===== src/rtl/tcg_pkg.sv =====
package tcg_pkg;

    typedef enum logic [1:0] {
        ST_IDLE    = 2'd0,
        ST_HEADER  = 2'd1,
        ST_HEC     = 2'd2,
        ST_PAYLOAD = 2'd3
    } tcg_state_e;

    localparam int TCG_HDR_LEN  = 4;
    localparam int TCG_BYTE_W   = 8;

endpackage


===== src/rtl/tcg_prbs.sv =====
module tcg_prbs #(
    parameter int          LEN    = 15,
    parameter int          TAP    = 14,
    parameter int          BYTE_W = 8,
    parameter logic [14:0] SEED   = 15'h7FFF
) (
    input  logic              clk,
    input  logic              rst_n,
    input  logic              advance,
    output logic [BYTE_W-1:0] byte_o
);

    logic [LEN-1:0] lfsr_q;
    logic [LEN-1:0] lfsr_nxt;

    always_comb begin
        logic fb;
        lfsr_nxt = lfsr_q;
        byte_o   = '0;
        for (int i = 0; i < BYTE_W; i++) begin
            fb                 = lfsr_nxt[LEN-1] ^ lfsr_nxt[TAP-1];
            byte_o[BYTE_W-1-i] = fb;
            lfsr_nxt           = {lfsr_nxt[LEN-2:0], fb};
        end
    end

    always_ff @(posedge clk or negedge rst_n) begin
        if (!rst_n) begin
            lfsr_q <= SEED[LEN-1:0];
        end else if (advance) begin
            lfsr_q <= lfsr_nxt;
        end
    end

endmodule


===== src/rtl/tcg_burst_ctr.sv =====
module tcg_burst_ctr #(
    parameter int N_CELLS = 1024
) (
    input  logic clk,
    input  logic rst_n,
    input  logic restart,
    input  logic cell_end,
    input  logic one_shot,
    output logic burst_last,
    output logic done_o
);

    localparam int CW = (N_CELLS > 1) ? $clog2(N_CELLS) : 1;
    localparam logic [CW-1:0] LAST = CW'(N_CELLS - 1);

    logic [CW-1:0] cnt_q;

    assign burst_last = (cnt_q == LAST);

    always_ff @(posedge clk or negedge rst_n) begin
        if (!rst_n) begin
            cnt_q <= '0;
        end else if (restart) begin
            cnt_q <= '0;
        end else if (cell_end) begin
            cnt_q <= burst_last ? '0 : cnt_q + 1'b1;
        end
    end

    always_ff @(posedge clk or negedge rst_n) begin
        if (!rst_n) begin
            done_o <= 1'b0;
        end else if (restart) begin
            done_o <= 1'b0;
        end else if (cell_end && one_shot && burst_last) begin
            done_o <= 1'b1;
        end
    end

endmodule


===== src/rtl/tcg_fsm.sv =====
module tcg_fsm
    import tcg_pkg::*;
#(
    parameter int HDR_LEN  = 4,
    parameter int CELL_LEN = 53
) (
    input  logic                        clk,
    input  logic                        rst_n,
    input  logic                        enable,
    input  logic                        en_rise,
    input  logic                        done,
    input  logic                        one_shot,
    input  logic                        burst_last,
    input  logic                        ready,
    output tcg_state_e                  state,
    output logic [$clog2(CELL_LEN)-1:0] idx,
    output logic                        valid,
    output logic                        soc,
    output logic                        accept,
    output logic                        cell_end
);

    localparam int IW = $clog2(CELL_LEN);
    localparam logic [IW-1:0] HDR_LAST  = IW'(HDR_LEN - 1);
    localparam logic [IW-1:0] CELL_LAST = IW'(CELL_LEN - 1);

    tcg_state_e     state_nxt;
    logic [IW-1:0]  idx_nxt;
    logic           start;
    logic           more;

    assign accept   = valid && ready;
    assign cell_end = accept && (state == ST_PAYLOAD) && (idx == CELL_LAST);
    assign start    = enable && (!done || en_rise);
    assign more     = enable && !(one_shot && burst_last);

    // state register
    always_ff @(posedge clk or negedge rst_n) begin
        if (!rst_n) begin
            state <= ST_IDLE;
            idx   <= '0;
        end else begin
            state <= state_nxt;
            idx   <= idx_nxt;
        end
    end

    // transitions
    always_comb begin
        state_nxt = state;
        idx_nxt   = idx;
        unique case (state)
            ST_IDLE: begin
                idx_nxt = '0;
                if (start) begin
                    state_nxt = ST_HEADER;
                end
            end
            ST_HEADER: begin
                if (accept) begin
                    idx_nxt = idx + 1'b1;
                    if (idx == HDR_LAST) begin
                        state_nxt = ST_HEC;
                    end
                end
            end
            ST_HEC: begin
                if (accept) begin
                    idx_nxt   = idx + 1'b1;
                    state_nxt = ST_PAYLOAD;
                end
            end
            ST_PAYLOAD: begin
                if (accept) begin
                    if (idx == CELL_LAST) begin
                        idx_nxt   = '0;
                        state_nxt = more ? ST_HEADER : ST_IDLE;
                    end else begin
                        idx_nxt = idx + 1'b1;
                    end
                end
            end
        endcase
    end

    // outputs
    always_comb begin
        valid = 1'b0;
        soc   = 1'b0;
        unique case (state)
            ST_IDLE: begin
                valid = 1'b0;
            end
            ST_HEADER: begin
                valid = 1'b1;
                soc   = (idx == '0);
            end
            ST_HEC: begin
                valid = 1'b1;
            end
            ST_PAYLOAD: begin
                valid = 1'b1;
            end
        endcase
    end

endmodule


===== src/rtl/atm_test_cell_gen.sv =====
module atm_test_cell_gen
    import tcg_pkg::*;
#(
    parameter int          N_CELLS     = 1024,
    parameter int          PAYLOAD_LEN = 48,
    parameter logic [7:0]  HEC_FILL    = 8'h00
) (
    input  logic        clk,
    input  logic        rst_n,
    input  logic        enable,
    input  logic        one_shot,
    input  logic [31:0] hdr_cfg,
    output logic [7:0]  out_data,
    output logic        out_valid,
    output logic        out_soc,
    input  logic        out_ready,
    output logic        done
);

    localparam int CELL_LEN = TCG_HDR_LEN + 1 + PAYLOAD_LEN;
    localparam int IW       = $clog2(CELL_LEN);

    tcg_state_e     state;
    logic [IW-1:0]  idx;
    logic           accept;
    logic           cell_end;
    logic           burst_last;
    logic           en_q;
    logic           en_rise;
    logic [31:0]    hdr_q;
    logic [7:0]     prbs_byte;
    logic [7:0]     hdr_byte;

    assign en_rise = enable && !en_q;

    always_ff @(posedge clk or negedge rst_n) begin
        if (!rst_n) begin
            en_q <= 1'b0;
        end else begin
            en_q <= enable;
        end
    end

    // header capture: open while idle and at each cell boundary
    always_ff @(posedge clk or negedge rst_n) begin
        if (!rst_n) begin
            hdr_q <= '0;
        end else if (state == ST_IDLE || cell_end) begin
            hdr_q <= hdr_cfg;
        end
    end

    tcg_fsm #(
        .HDR_LEN  (TCG_HDR_LEN),
        .CELL_LEN (CELL_LEN)
    ) u_fsm (
        .clk        (clk),
        .rst_n      (rst_n),
        .enable     (enable),
        .en_rise    (en_rise),
        .done       (done),
        .one_shot   (one_shot),
        .burst_last (burst_last),
        .ready      (out_ready),
        .state      (state),
        .idx        (idx),
        .valid      (out_valid),
        .soc        (out_soc),
        .accept     (accept),
        .cell_end   (cell_end)
    );

    tcg_burst_ctr #(
        .N_CELLS (N_CELLS)
    ) u_burst (
        .clk        (clk),
        .rst_n      (rst_n),
        .restart    (en_rise),
        .cell_end   (cell_end),
        .one_shot   (one_shot),
        .burst_last (burst_last),
        .done_o     (done)
    );

    tcg_prbs #(
        .LEN    (15),
        .TAP    (14),
        .BYTE_W (TCG_BYTE_W),
        .SEED   (15'h7FFF)
    ) u_prbs (
        .clk     (clk),
        .rst_n   (rst_n),
        .advance (accept && (state == ST_PAYLOAD)),
        .byte_o  (prbs_byte)
    );

    always_comb begin
        hdr_byte = 8'h00;
        for (int b = 0; b < TCG_HDR_LEN; b++) begin
            if (idx == IW'(b)) begin
                hdr_byte = hdr_q[8*(TCG_HDR_LEN-1-b) +: 8];
            end
        end
    end

    always_comb begin
        unique case (state)
            ST_IDLE:    out_data = 8'h00;
            ST_HEADER:  out_data = hdr_byte;
            ST_HEC:     out_data = HEC_FILL;
            ST_PAYLOAD: out_data = prbs_byte;
        endcase
    end

endmodule


===== config.mk =====
export PLATFORM = sky130hd
export DESIGN_NAME = atm_test_cell_gen
export DESIGN_NICKNAME = d
export VERILOG_FILES = /design/src/rtl/tcg_pkg.sv /design/src/rtl/tcg_prbs.sv /design/src/rtl/tcg_burst_ctr.sv /design/src/rtl/tcg_fsm.sv /design/src/rtl/atm_test_cell_gen.sv
export SDC_FILE = /design/constraint.sdc
export NUM_CORES = 1
export LEC_CHECK = 0
export BUFFER_PORTS_ARGS = -buffer_cell sky130_fd_sc_hd__buf_4
export CAP_MARGIN = 10
export CORE_MARGIN = 10
export CORE_UTILIZATION = 45
export CTS_CLUSTER_SIZE = 20
export DETAILED_ROUTE_END_ITERATION = 16
export PLACE_DENSITY = 0.62
export SYNTH_ARGS = -nofsm -noshare
export SYNTH_HDL_FRONTEND = slang
export SYNTH_HIERARCHICAL = 1
export SYNTH_SLANG_ARGS = --single-unit

===== constraint.sdc =====
create_clock -name clk -period 2.2 [get_ports clk]
set_input_delay 0.11 -clock clk [delete_from_list [all_inputs] [get_ports clk]]
set_output_delay 0.11 -clock clk [all_outputs]
set_load 0.1 [all_outputs]

* Word-level counts from Yosys, hierarchy flattened
Index checks and enable logic that the tools add are counted.
** Word-level totals
- Register bits after elaboration :: 67
- Bits in writable memories :: 0
- ROM bits :: 0
- Output and inout port bits :: 11
- Input bits :: 37
- Logic and storage cells :: 79
- Memories :: 0
- Bits in latches :: 0
** Operators by class
- Mux-type cells :: 24
- Multipliers :: 0
- Shift operators :: 0
- Bitwise operators :: 8
- Reductions and logical operators :: 23
- $lt $le $gt $ge :: 0
- $add $sub $neg :: 2
- Divide/modulo/power cells :: 0
- Equality and inequality tests :: 15
** Operator list (number)
- two-way mux 8 bit :: 4
- two-way mux 10 bit :: 3
- one-hot mux 8 bit (3 select lines) :: 1
- two-way mux 6 bit :: 3
- one-hot mux 6 bit (3 select lines) :: 1
- equality test 6 x 2 -> 1 bit, second input constant :: 2
- two-way mux 2 bit :: 6
- != test 2 x 1 -> 1 bit, second input constant :: 6
- adder 10 x 1 -> 10 bit, second input constant :: 1
- equality test 10 bit, second input constant :: 1
- logical AND 1 bit :: 9
- one-hot mux 2 bit (4 select lines) :: 1
- XOR 1 bit :: 8
- adder 6 x 1 -> 6 bit, second input constant :: 1
- equality test 6 x 1 -> 1 bit, second input constant :: 1
- equality test 6 bit, second input constant :: 1
- zero test 6 bit :: 1
- AND reduction 6 bit :: 1
- equality test 2 bit, second input constant :: 2
- two-way mux 1 bit :: 4
- nonzero test 2 bit :: 2
- OR reduction 2 bit :: 2
- zero test 1 bit :: 3
- OR reduction 3 bit :: 1
- 6 further kinds :: 7

* Longest topological paths before layout
Gate-level depths: netlist of run 1.
- Word-level depth :: 10
- Depth in mapped cells :: 8

* Hierarchy
The synthesis of run 1 kept the hierarchy.
** By module, submodules not included
- atm_test_cell_gen :: area an instance 1529.0 um2, instances 1, cells each 93
- tcg_prbs :: area an instance 701.9 um2, instances 1, cells each 40
- tcg_fsm :: area an instance 614.3 um2, instances 1, cells each 67
- tcg_burst_ctr :: area an instance 596.8 um2, instances 1, cells each 60

* Least setup slack after synthesis of run 1
OpenSTA, ideal clock, no wires.
- Path type :: register -> output
- From :: register u_fsm.state[1]
- To :: output port out_data[0]
- Stages on the path, launching flop included :: 3
- Path slack :: 187 ps
- Path buffers :: 0
- Arrival time :: 1903 ps
- Path through :: dfrtp_1 > nor4b_2 > a32o_1
** On the way
- Word-level cells in the longest chain between the ends :: 3
** Ends and longest elaborated chain
- from (decl) :: RTL line tcg_fsm.sv:15 : output tcg_state_e state,
- from (signal assigned) :: RTL line tcg_fsm.sv:43 : state <= state_nxt;
- equality test 2 bit / zero test 2 bit (equally long branches) :: RTL line atm_test_cell_gen.sv:107 : unique case (state)
- OR reduction 2 bit (no line)
- one-hot mux 8 bit (3 select lines) (*) :: RTL line atm_test_cell_gen.sv:107
- to (decl) :: RTL line atm_test_cell_gen.sv:13 : output logic [7:0] out_data,
Mark *: on every way between the ends. The rest lies on a longest branch, timed or not.

* Worst setup path after layout of run 1
- From :: register u_fsm.idx[0]
- To :: output port out_data[7]
** On the way
- Word-level cells in the longest chain between the ends :: 6
** Ends and longest elaborated chain
- from (decl) :: RTL line tcg_fsm.sv:16 : output logic [$clog2(CELL_LEN)-1:0] idx,
- from (signal assigned) :: RTL line tcg_fsm.sv:44 : idx <= idx_nxt;
- zero test 6 bit :: RTL line atm_test_cell_gen.sv:100 : if (idx == IW'(b)) begin
- two-way mux 8 bit (3 in series) :: RTL line atm_test_cell_gen.sv:100
- two-way mux 8 bit (*) :: RTL line atm_test_cell_gen.sv:100
- one-hot mux 8 bit (3 select lines) (*) :: RTL line atm_test_cell_gen.sv:107
Marks and branches as above.

==> impl_metrics.yaml, run 1 <==
critical_path:
  cp-start-kind: "flop"
  end_kind: "primary output"
  worstPathCellList: "buf_4 > mux4_2 > a32o_1 > buf_4"
  worst-setup-path-type: "reg2out"
  crit_buf_inv: 2
  cp_top_family: "multiplexers"
  slowest_stage: "mux4_2"
  arrival_ns: 2.02
  cp_slowest_stage_delay_ns: 0.58
  cp_common_cell: "buf_4"
  crit_required_ns: 2.09
  cp_max_fo: 10
drt:
  post_drt_via_cell_ratio: 5.33
  wl_per_cell_um: 16.4
  drc: 0
  wirelength_um: 7480
  antenna_left: 0
  first_pass_iters: 6
  dr_total_vias: 2429
  drt_first_iter_violations: 89
cells_and_area:
  layoutNonFillerInstCount: 456
  area.growth.synth_to_final_pct: 30.5
  layout-drive-gt1-share: 0.448
  multi_input_area_sq_um: 1630
  seq_area_sq_um: 1700
  nets: 397
  num-fill-cells: 584
  antenna_cells: 0
  utilization: 0.613
synthesis:
  synth_common_cells: "52 x dfrtp_1, 37 x mux2_2, 15 x dfstp_2"
  synth_edf_count: 0
  async_flop_share: 1.00
  ys_seq_area_frac: 0.493
  ys_ff_latch: 67
  syn_area_sq_um: 3440
  syn_avg_cell_area_sq_um: 13.2
  yosysWarnings: 6
  postSynthCellCount: 260
  yosys.area.top_type: "dfrtp_1"
  yosys-top-cells-area: "dfrtp_1 38%, mux2_2 12%, dfstp_2 11%"
  synth_nets: 305
  synth_top_area_share: 0.378
  ys.flop_type: "dfrtp_1"
  synth_most_common_cell: "dfrtp_1"
  synth_cell_types: 54
pwr:
  p_leak_nw: 1.94
  vdd_ir_drop_max_mv: 0.489
  total_power_w: 0.00561
  p_per_area_nw_per_um2: 1250
timing:
  setup_tns_ns: 0
  setup_viol: 0
  fin_crit_ns: 2.13
  report.final.slew_viol_count: 0
  hold_violations: 0
  slew_headroom: 0.431
  setup_ws_ns: 0.0665
  fmax_ghz: 0.469
  period_share: 0.970
  rsz0062_at_grt: "yes"
  fin_skew_ns: 0.0101
  worst_slew_pin_slew_ns: 0.853
global_route:
  grt_first_pass_wirelength_um: 12500
  overflow: 0
  grt_use_total: 0.135
  grt_pass1_vias: 2528
  grt_max_degree: 68
  antenna_found_initial: 0
clock_tree:
  clock-root-buffer: "clkbuf_8"
  cts.sinks: 67
  insertion_delay_ns: 0.35
  htreeDepth: 3
  clockBufferDepth: 2
  cts_tree: "yes"
  clk_pin_slew_ns: 0.08
  cts_buffers: 9
floorplan:
  core_sq_um: 7330
  die_h_um: 107
  io_pins: 48
  initial_core_util: 0.470
  dieArea_sq_um: 11500
  num_rows: 31
  die_x_um: 107
run_status:
  status: "completed"
placement:
  dp.cells: 407
  pre_cts_slack_ns: 0.125
  portBuffers: 47
  gp_congestion: 0.767
  dp_hpwl_um: 5100
run:
  maxCapViolations: 0
worst_hold_path:
  hold_path_class: "in2reg"
## final cells by class
| type | count | area share |
|---|---|---|
| Tap cell | 99 | 0.0276 |
| Multi-Input combinational cell | 171 | 0.363 |
| Clock buffer | 9 | 0.0276 |
| Timing Repair Buffer | 92 | 0.177 |
| Sequential cell | 67 | 0.377 |
| Inverter | 11 | 0.00919 |
| Clock inverter | 7 | 0.0184 |
## per-layer routing
| metal | global-route usage | part of all wire | up-vias |
|---|---|---|---|
| met3 | 0.0425 | 0.039 | 5 |
| met2 | 0.215 | 0.50 | 46 |
| li1 | - | - | 1155 |
| met1 | 0.173 | 0.45 | 1223 |
| met4 | 0.0401 | 0.012 | 0 |
| met5 | 0 | 0 | - |
## placed cells by master (no fill, tap or decap), drive strengths merged, types with 3 or more instances in the layout
master and count:
a21oi 5, o2111ai 4, a211oi 5, nand3 5, dfstp 15, mux4 8
a32o 8, nor4 3, or3 5, xnor2 4, mux2 48, nor2 10
o21ai 6, inv 15, nand2 11, ha 8, buf 61, xor2 11
dfrtp 52, clkbuf 9, dlygate4sd3 31
## power by group
part	internal, W	switching (W)	leakage, nW
clock	0.000543	0.000537	0.0988
sequential	0.00159	0.000194	0.798
combinational	0.00117	0.00158	1.04
## flip-flops by register name (all words and copies together), names as in the netlist
signal and cells:
en_q 1, hdr_q 32, u_burst/cnt_q 10, u_burst/done_o 1
u_fsm/idx 6, u_fsm/state 2, u_prbs/lfsr_q 15
## logic make-up (layout without fill, tap and decap cells)
group           Yosys count  after routing  synth area share
fa+ha+maj                 8              8            0.0291
flops                    67             67             0.493
xor+xnor                 15             15            0.0382
buf+inv                  22            119            0.0353
compound gates           42             42            0.0978
mux                      56             56             0.220
simple gates             50             50            0.0869
## final timing paths
| kind | from | endpoint | slack [ns] | cells past startpoint |
|---|---|---|---|---|
| worst max register to register | u_fsm/state[1] | u_fsm/state[1] | 0.13 | 7 |
| worst min register to register | hdr_q[12] | hdr_q[12] | 0.51 | 1 |
| max in group asynchronous | rst_n | hdr_q[1] | 1.23 | 2 |
| min in group asynchronous | rst_n | u_fsm/state[1] | 0.40 | 2 |
| worst max-delay path | u_fsm/idx[0] | out_data[7] | 0.07 | 4 |
| worst min-delay path | hdr_cfg[30] | hdr_q[30] | 0.01 | 2 |
## timing repair
action,4_1_cts,5_1_grt
hold buffers,28,3
resized for setup,0,1
hold endpoints to repair,79,3
setup endpoints to repair,0,7
setup buffers,0,2
## through the flow
step	cell area (sq um)	hold WS, ns
2_1_floorplan	3440	-0.186
3_3_place_gp	3950	0.242
3_5_place_dp	3950	0.243
4_1_cts	4440	0.000301
5_1_grt	4490	0.00696
6_report	4490	0.0122
(Power assumes the default switching activity.)
==> inputs of run 2 (changes only) <==
==> constraint.sdc (replaced) <==
create_clock -name clk -period 2.3 [get_ports clk]
set_input_delay 0.115 -clock clk [delete_from_list [all_inputs] [get_ports clk]]
set_output_delay 0.115 -clock clk [all_outputs]
set_load 0.1 [all_outputs]
==> impl_metrics.yaml, run 2 (synthesis results as in run 1) <==
global_route:
  gr-usage-met3: 0.0353
  grt_use_total: 0.136
  overflow: 0
  grt_use_met2: 0.217
  antenna_found_initial: 0
  use_met1: 0.176
  grt_max_degree: 68
  grt_first_pass_wirelength_um: 12600
  grt_pass1_vias: 2481
  grt_busiest_layer: "met2"
critical_path:
  setup.worst_path.start: "u_fsm/idx[0]"
  cp_common_cell: "buf_4"
  cp_slowest_stage_delay_ns: 0.54
  reg2reg_from: "u_fsm/state[0]"
  cp-start-kind: "flop"
  worstPathCellList: "buf_4 > mux4_2 > a32o_1 > buf_4"
  worst-setup-path-type: "reg2out"
  end_kind: "primary output"
  slowest_stage: "mux4_2"
  arrival_ns: 2.00
  cp_max_fo: 10
  crit_required_ns: 2.18
  r2r_cells: 7
floorplan:
  num_rows: 31
  io_pins: 48
  core_sq_um: 7330
  initial_core_util: 0.470
  dieArea_sq_um: 11500
  die_x_um: 107
  die_h_um: 107
drt:
  wirelength_um: 7410
  post_drt_via_cell_ratio: 5.27
  first_pass_iters: 4
  antenna_left: 0
  dr_total_vias: 2371
  drt_first_iter_violations: 41
  wl_per_cell_um: 16.5
  drc: 0
pwr:
  p_seq_frac: 0.321
  p_sw_w: 0.00218
  pwr-share-clk: 0.192
  p_leak_nw: 1.91
  vdd_ir_drop_max_mv: 0.534
  p_int_w: 0.00314
  p_comb_frac: 0.487
  p_per_area_nw_per_um2: 1200
  netSwitchingFraction: 0.409
clock_tree:
  clock-root-buffer: "clkbuf_8"
  htreeDepth: 3
  clockBufferDepth: 2
  insertion_delay_ns: 0.35
  clk_pin_slew_ns: 0.08
  cts_tree: "yes"
  cts.sinks: 67
  cts_buffers: 9
cells_and_area:
  layout-drive-gt1-share: 0.444
  nets: 391
  regMostFlops: "hdr_q"
  num-fill-cells: 593
  antenna_cells: 0
  design_area_sq_um: 4430
  final_common_cell: "buf_4"
  final_cell_mix: "56 x buf_4, 52 x dfrtp_1, 37 x mux2_2, 28 x dlygate4sd3_1, 15 x dfstp_2"
  layoutNonFillerInstCount: 450
  top_regs: "hdr_q x32, u_prbs/lfsr_q x15, u_burst/cnt_q x10"
  area.growth.synth_to_final_pct: 28.8
  largest_register_ffs: 32
timing:
  fin_skew_ns: 0.0161
  report.final.slew_viol_count: 0
  fin_crit_ns: 2.11
  period_share: 0.918
  setup_tns_ns: 0
  rsz0062_at_grt: "no"
  hold_violations: 0
  worst_slew_pin_slew_ns: 0.840
  setup_viol: 0
  fmax_ghz: 0.474
  slew_headroom: 0.440
run:
  maxCapViolations: 0
worst_hold_path:
  hold_path_class: "in2reg"
  hp-start: "hdr_cfg[17]"
  hold_depth: 2
run_status:
  status: "completed"
placement:
  dp.cells: 405
  dp_hpwl_um: 5200
  gp_congestion: 0.792
  place_area_sq_um: 3940
  portBuffers: 47
-- run 2: cell types whose count changed in the layout (fill, tap and decap cells not counted), sizes merged --
cell / before / now
buf: 61 / 58
clkinv: 0 / 1
dlygate4sd3: 31 / 28
inv: 15 / 14
-- run 2: final timing paths --
| kind | endpoint | slack, ns |
|---|---|---|
| setup / recovery | out_data[0] | 0.19 |
| hold / removal | hdr_q[17] | 0.02 |
| setup reg to reg | u_burst/cnt_q[7] | 0.20 |
| hold reg to reg | hdr_q[25] | 0.51 |
| max in group asynchronous | hdr_q[25] | 1.33 |
| min in group asynchronous | en_q | 0.39 |
-- run 2: timing repair --
item,4_1_cts,5_1_grt
gates resized for setup,0,1
endpoints found under the hold margin,79,0
hold buffers,28,0
endpoints found under the setup margin,0,2
setup buffers,0,1
-- run 2: power groups by stage --
| stage | combinational [W] | sequential [W] | clock [W] |
|---|---|---|---|
| final | 0.00259 | 0.00171 | 0.00102 |
| after detailed placement | 0.00255 | 0.00173 | 0 |
| after CTS | 0.00258 | 0.00171 | 0.00106 |
| after global routing | 0.00277 | 0.00176 | 0.00110 |
| after floorplan | 0.00201 | 0.00168 | 0 |
| after global placement | 0.00252 | 0.00172 | 0 |
-- run 2: worst max-delay path: cells and delay by family (launching register included) --
family,cells,cell delay (ns)
multiplexers,1,0.54
buffers and inverters,2,0.46
flip-flops,1,0.35
AO/OA/AOI/OAI,1,0.30
-- run 2: routing by layer --
metal | vias to the layer above | wire length (um)
li1 | 1141 | -
met4 | 0 | 65
met2 | 49 | 3600
met1 | 1175 | 3490
met3 | 6 | 255
met5 | - | 0
-- run 2: cell type report --
cell class / instances / area, sq um / share of cell area
Clock buffer: 9 / 124 / 0.0279
Clock inverter: 7 / 82.6 / 0.0186
Inverter: 11 / 41.3 / 0.00931
Multi-Input combinational cell: 171 / 1630 / 0.367
Sequential cell: 67 / 1700 / 0.382
Tap cell: 99 / 124 / 0.0279
Timing Repair Buffer: 86 / 741 / 0.167
-- run 2: metrics by stage --
| step | utilization | power (W) | setup slack (ns) | hold WS (ns) |
|---|---|---|---|---|
| 2_1_floorplan | - | 0.00369 | 0.282 | -0.181 |
| 3_3_place_gp | 0.537 | 0.00424 | 0.210 | 0.250 |
| 3_5_place_dp | 0.537 | 0.00428 | 0.101 | 0.250 |
| 4_1_cts | 0.604 | 0.00535 | 0.0807 | 0.000573 |
| 5_1_grt | 0.605 | 0.00563 | 0.0240 | 0.00869 |
| 6_report | 0.605 | 0.00532 | 0.188 | 0.0157 |
==> inputs of run 3 (changes only) <==
--- a/config.mk
+++ b/config.mk
@@ -8,10 +8,10 @@
 export BUFFER_PORTS_ARGS = -buffer_cell sky130_fd_sc_hd__buf_4
 export CAP_MARGIN = 10
 export CORE_MARGIN = 10
-export CORE_UTILIZATION = 45
+export CORE_UTILIZATION = 38
 export CTS_CLUSTER_SIZE = 20
 export DETAILED_ROUTE_END_ITERATION = 16
-export PLACE_DENSITY = 0.62
+export PLACE_DENSITY = 0.54
 export SYNTH_ARGS = -nofsm -noshare
 export SYNTH_HDL_FRONTEND = slang
 export SYNTH_HIERARCHICAL = 1
==> impl_metrics.yaml, run 3 (synthesis results as in run 1) <==
critical_path:
  crit_required_ns: 2.56
  cp_max_fo: 11
  cp_slowest_stage_delay_ns: 0.48
  worstPathCellList: "inv_1 > ha_1 > nand2_1 > nor4_1 > buf_4 > o2111ai_1 > or3_2 > a21oi_1"
  crit_buf_inv: 2
  cp-start-kind: "flop"
  cp_top_family: "simple AND/OR/NAND/NOR gates"
  worst-setup-path-type: "reg2reg"
  end_kind: "flop"
  arrival_ns: 2.37
  slowest_stage: "or3_2"
worst_hold_path:
  hold_path_class: "in2reg"
cells_and_area:
  layout-drive-gt1-share: 0.456
  design_area_sq_um: 4340
  antenna_cells: 0
  layoutNonFillerInstCount: 446
  top_regs: "hdr_q x32, u_prbs/lfsr_q x15, u_burst/cnt_q x10"
  nets: 378
  final_common_cell: "buf_4"
  regMostFlops: "hdr_q"
  area.growth.synth_to_final_pct: 26.1
  final_cell_mix: "55 x buf_4, 52 x dfrtp_1, 37 x mux2_2, 16 x dlygate4sd3_1, 15 x dfstp_2"
  largest_register_ffs: 32
global_route:
  grt_use_total: 0.119
  grt_pass1_vias: 2420
  grt_first_pass_wirelength_um: 12600
  grt_max_degree: 68
  antenna_found_initial: 0
  overflow: 0
floorplan:
  io_pins: 48
  die_h_um: 115
  num_rows: 34
  initial_core_util: 0.393
  die_x_um: 115
  dieArea_sq_um: 13300
  core_sq_um: 8760
clock_tree:
  cts_buffers: 9
  clock-root-buffer: "clkbuf_8"
  clockBufferDepth: 2
  cts-resized-gates: 0
  cts_tree: "yes"
  htreeDepth: 3
  clk_pin_slew_ns: 0.08
  cts.sinks: 67
  insertion_delay_ns: 0.34
  cts_setup_buffers: 0
timing:
  fin_crit_ns: 2.10
  setup_tns_ns: 0
  fmax_ghz: 0.475
  slew_headroom: 0.438
  report.final.slew_viol_count: 0
  setup_ws_ns: 0.196
  hold_violations: 0
  fin_skew_ns: 0.0128
  setup_viol: 0
  rsz0062_at_grt: "no"
  period_share: 0.915
  worst_slew_pin_slew_ns: 0.844
pwr:
  p_per_area_nw_per_um2: 1250
  p_int_w: 0.00325
  p_leak_nw: 1.88
  p_seq_frac: 0.315
  total_power_w: 0.00541
  netSwitchingFraction: 0.400
  pwr-share-clk: 0.205
  p_sw_w: 0.00216
  vdd_ir_drop_max_mv: 0.392
  p_comb_frac: 0.480
run:
  maxCapViolations: 0
drt:
  drc: 0
  first_pass_iters: 4
  antenna_left: 0
  drt_first_iter_violations: 95
  wirelength_um: 7570
  post_drt_via_cell_ratio: 5.15
  dr_total_vias: 2297
  wl_per_cell_um: 17.0
placement:
  portBuffers: 47
  dp.cells: 414
  dp_hpwl_um: 5280
  place_area_sq_um: 3950
  pre_cts_slack_ns: 0.171
  gp_congestion: 0.786
run_status:
  status: "completed"
==> run 3: per-layer routing <==
| metal | vias up | track usage | wire length, um |
|---|---|---|---|
| met2 | 35 | 0.181 | 3570 |
| met5 | - | 0 | 0 |
| li1 | 1117 | - | - |
| met1 | 1133 | 0.163 | 3670 |
| met3 | 12 | 0.0193 | 201 |
| met4 | 0 | 0.0545 | 130 |
==> run 3: final timing paths <==
check	endpoint	start	slack [ns]	cells past startpoint
setup / recovery	u_burst/cnt_q[7]	u_fsm/idx[0]	0.20	8
hold / removal	hdr_q[28]	hdr_cfg[28]	0.02	2
setup reg to reg	u_burst/cnt_q[7]	u_fsm/idx[0]	0.20	8
hold reg to reg	hdr_q[5]	hdr_q[5]	0.51	1
max in group asynchronous	hdr_q[8]	rst_n	1.32	2
min in group asynchronous	hdr_q[17]	rst_n	0.44	2
==> run 3: final cells by class <==
type                            instances  area (sq um)
Clock buffer                           12           178
Clock inverter                          4          52.6
Fill cell                             766          4420
Inverter                               11          41.3
Multi-Input combinational cell        171          1630
Sequential cell                        67          1700
Tap cell                              108           135
Timing Repair Buffer                   73           613
==> run 3: per-stage QoR <==
stage | hold slack (ns) | util
CTS | 0.0000295 | 0.495
detailed placement | 0.254 | 0.451
global placement | 0.253 | 0.451
finish | 0.0159 | 0.495
floorplan | -0.181 | -
global route | 0.000498 | 0.495
==> run 3: what timing repair did <==
action / 4_1_cts / 5_1_grt
hold buffers: 16 / 0
setup endpoints to repair: 0 / 1
hold endpoints to repair: 67 / 0
==> run 3: power by group through the flow <==
stage,Combinational (W),Clock (W),Sequential [W]
final,0.00259,0.00111,0.00170
after global routing,0.00277,0.00119,0.00176
after CTS,0.00261,0.00114,0.00171
after detailed placement,0.00258,0,0.00172
after global placement,0.00256,0,0.00171
after floorplan,0.00201,0,0.00168
==> run 3: worst reg2reg max path, cell delays in order (launching register included) <==
cell and delay (ns):
dfrtp_1 0.38, inv_1 0.09, ha_1 0.17, nand2_1 0.07, nor4_1 0.26, buf_4 0.22
o2111ai_1 0.23, or3_2 0.48, a21oi_1 0.15
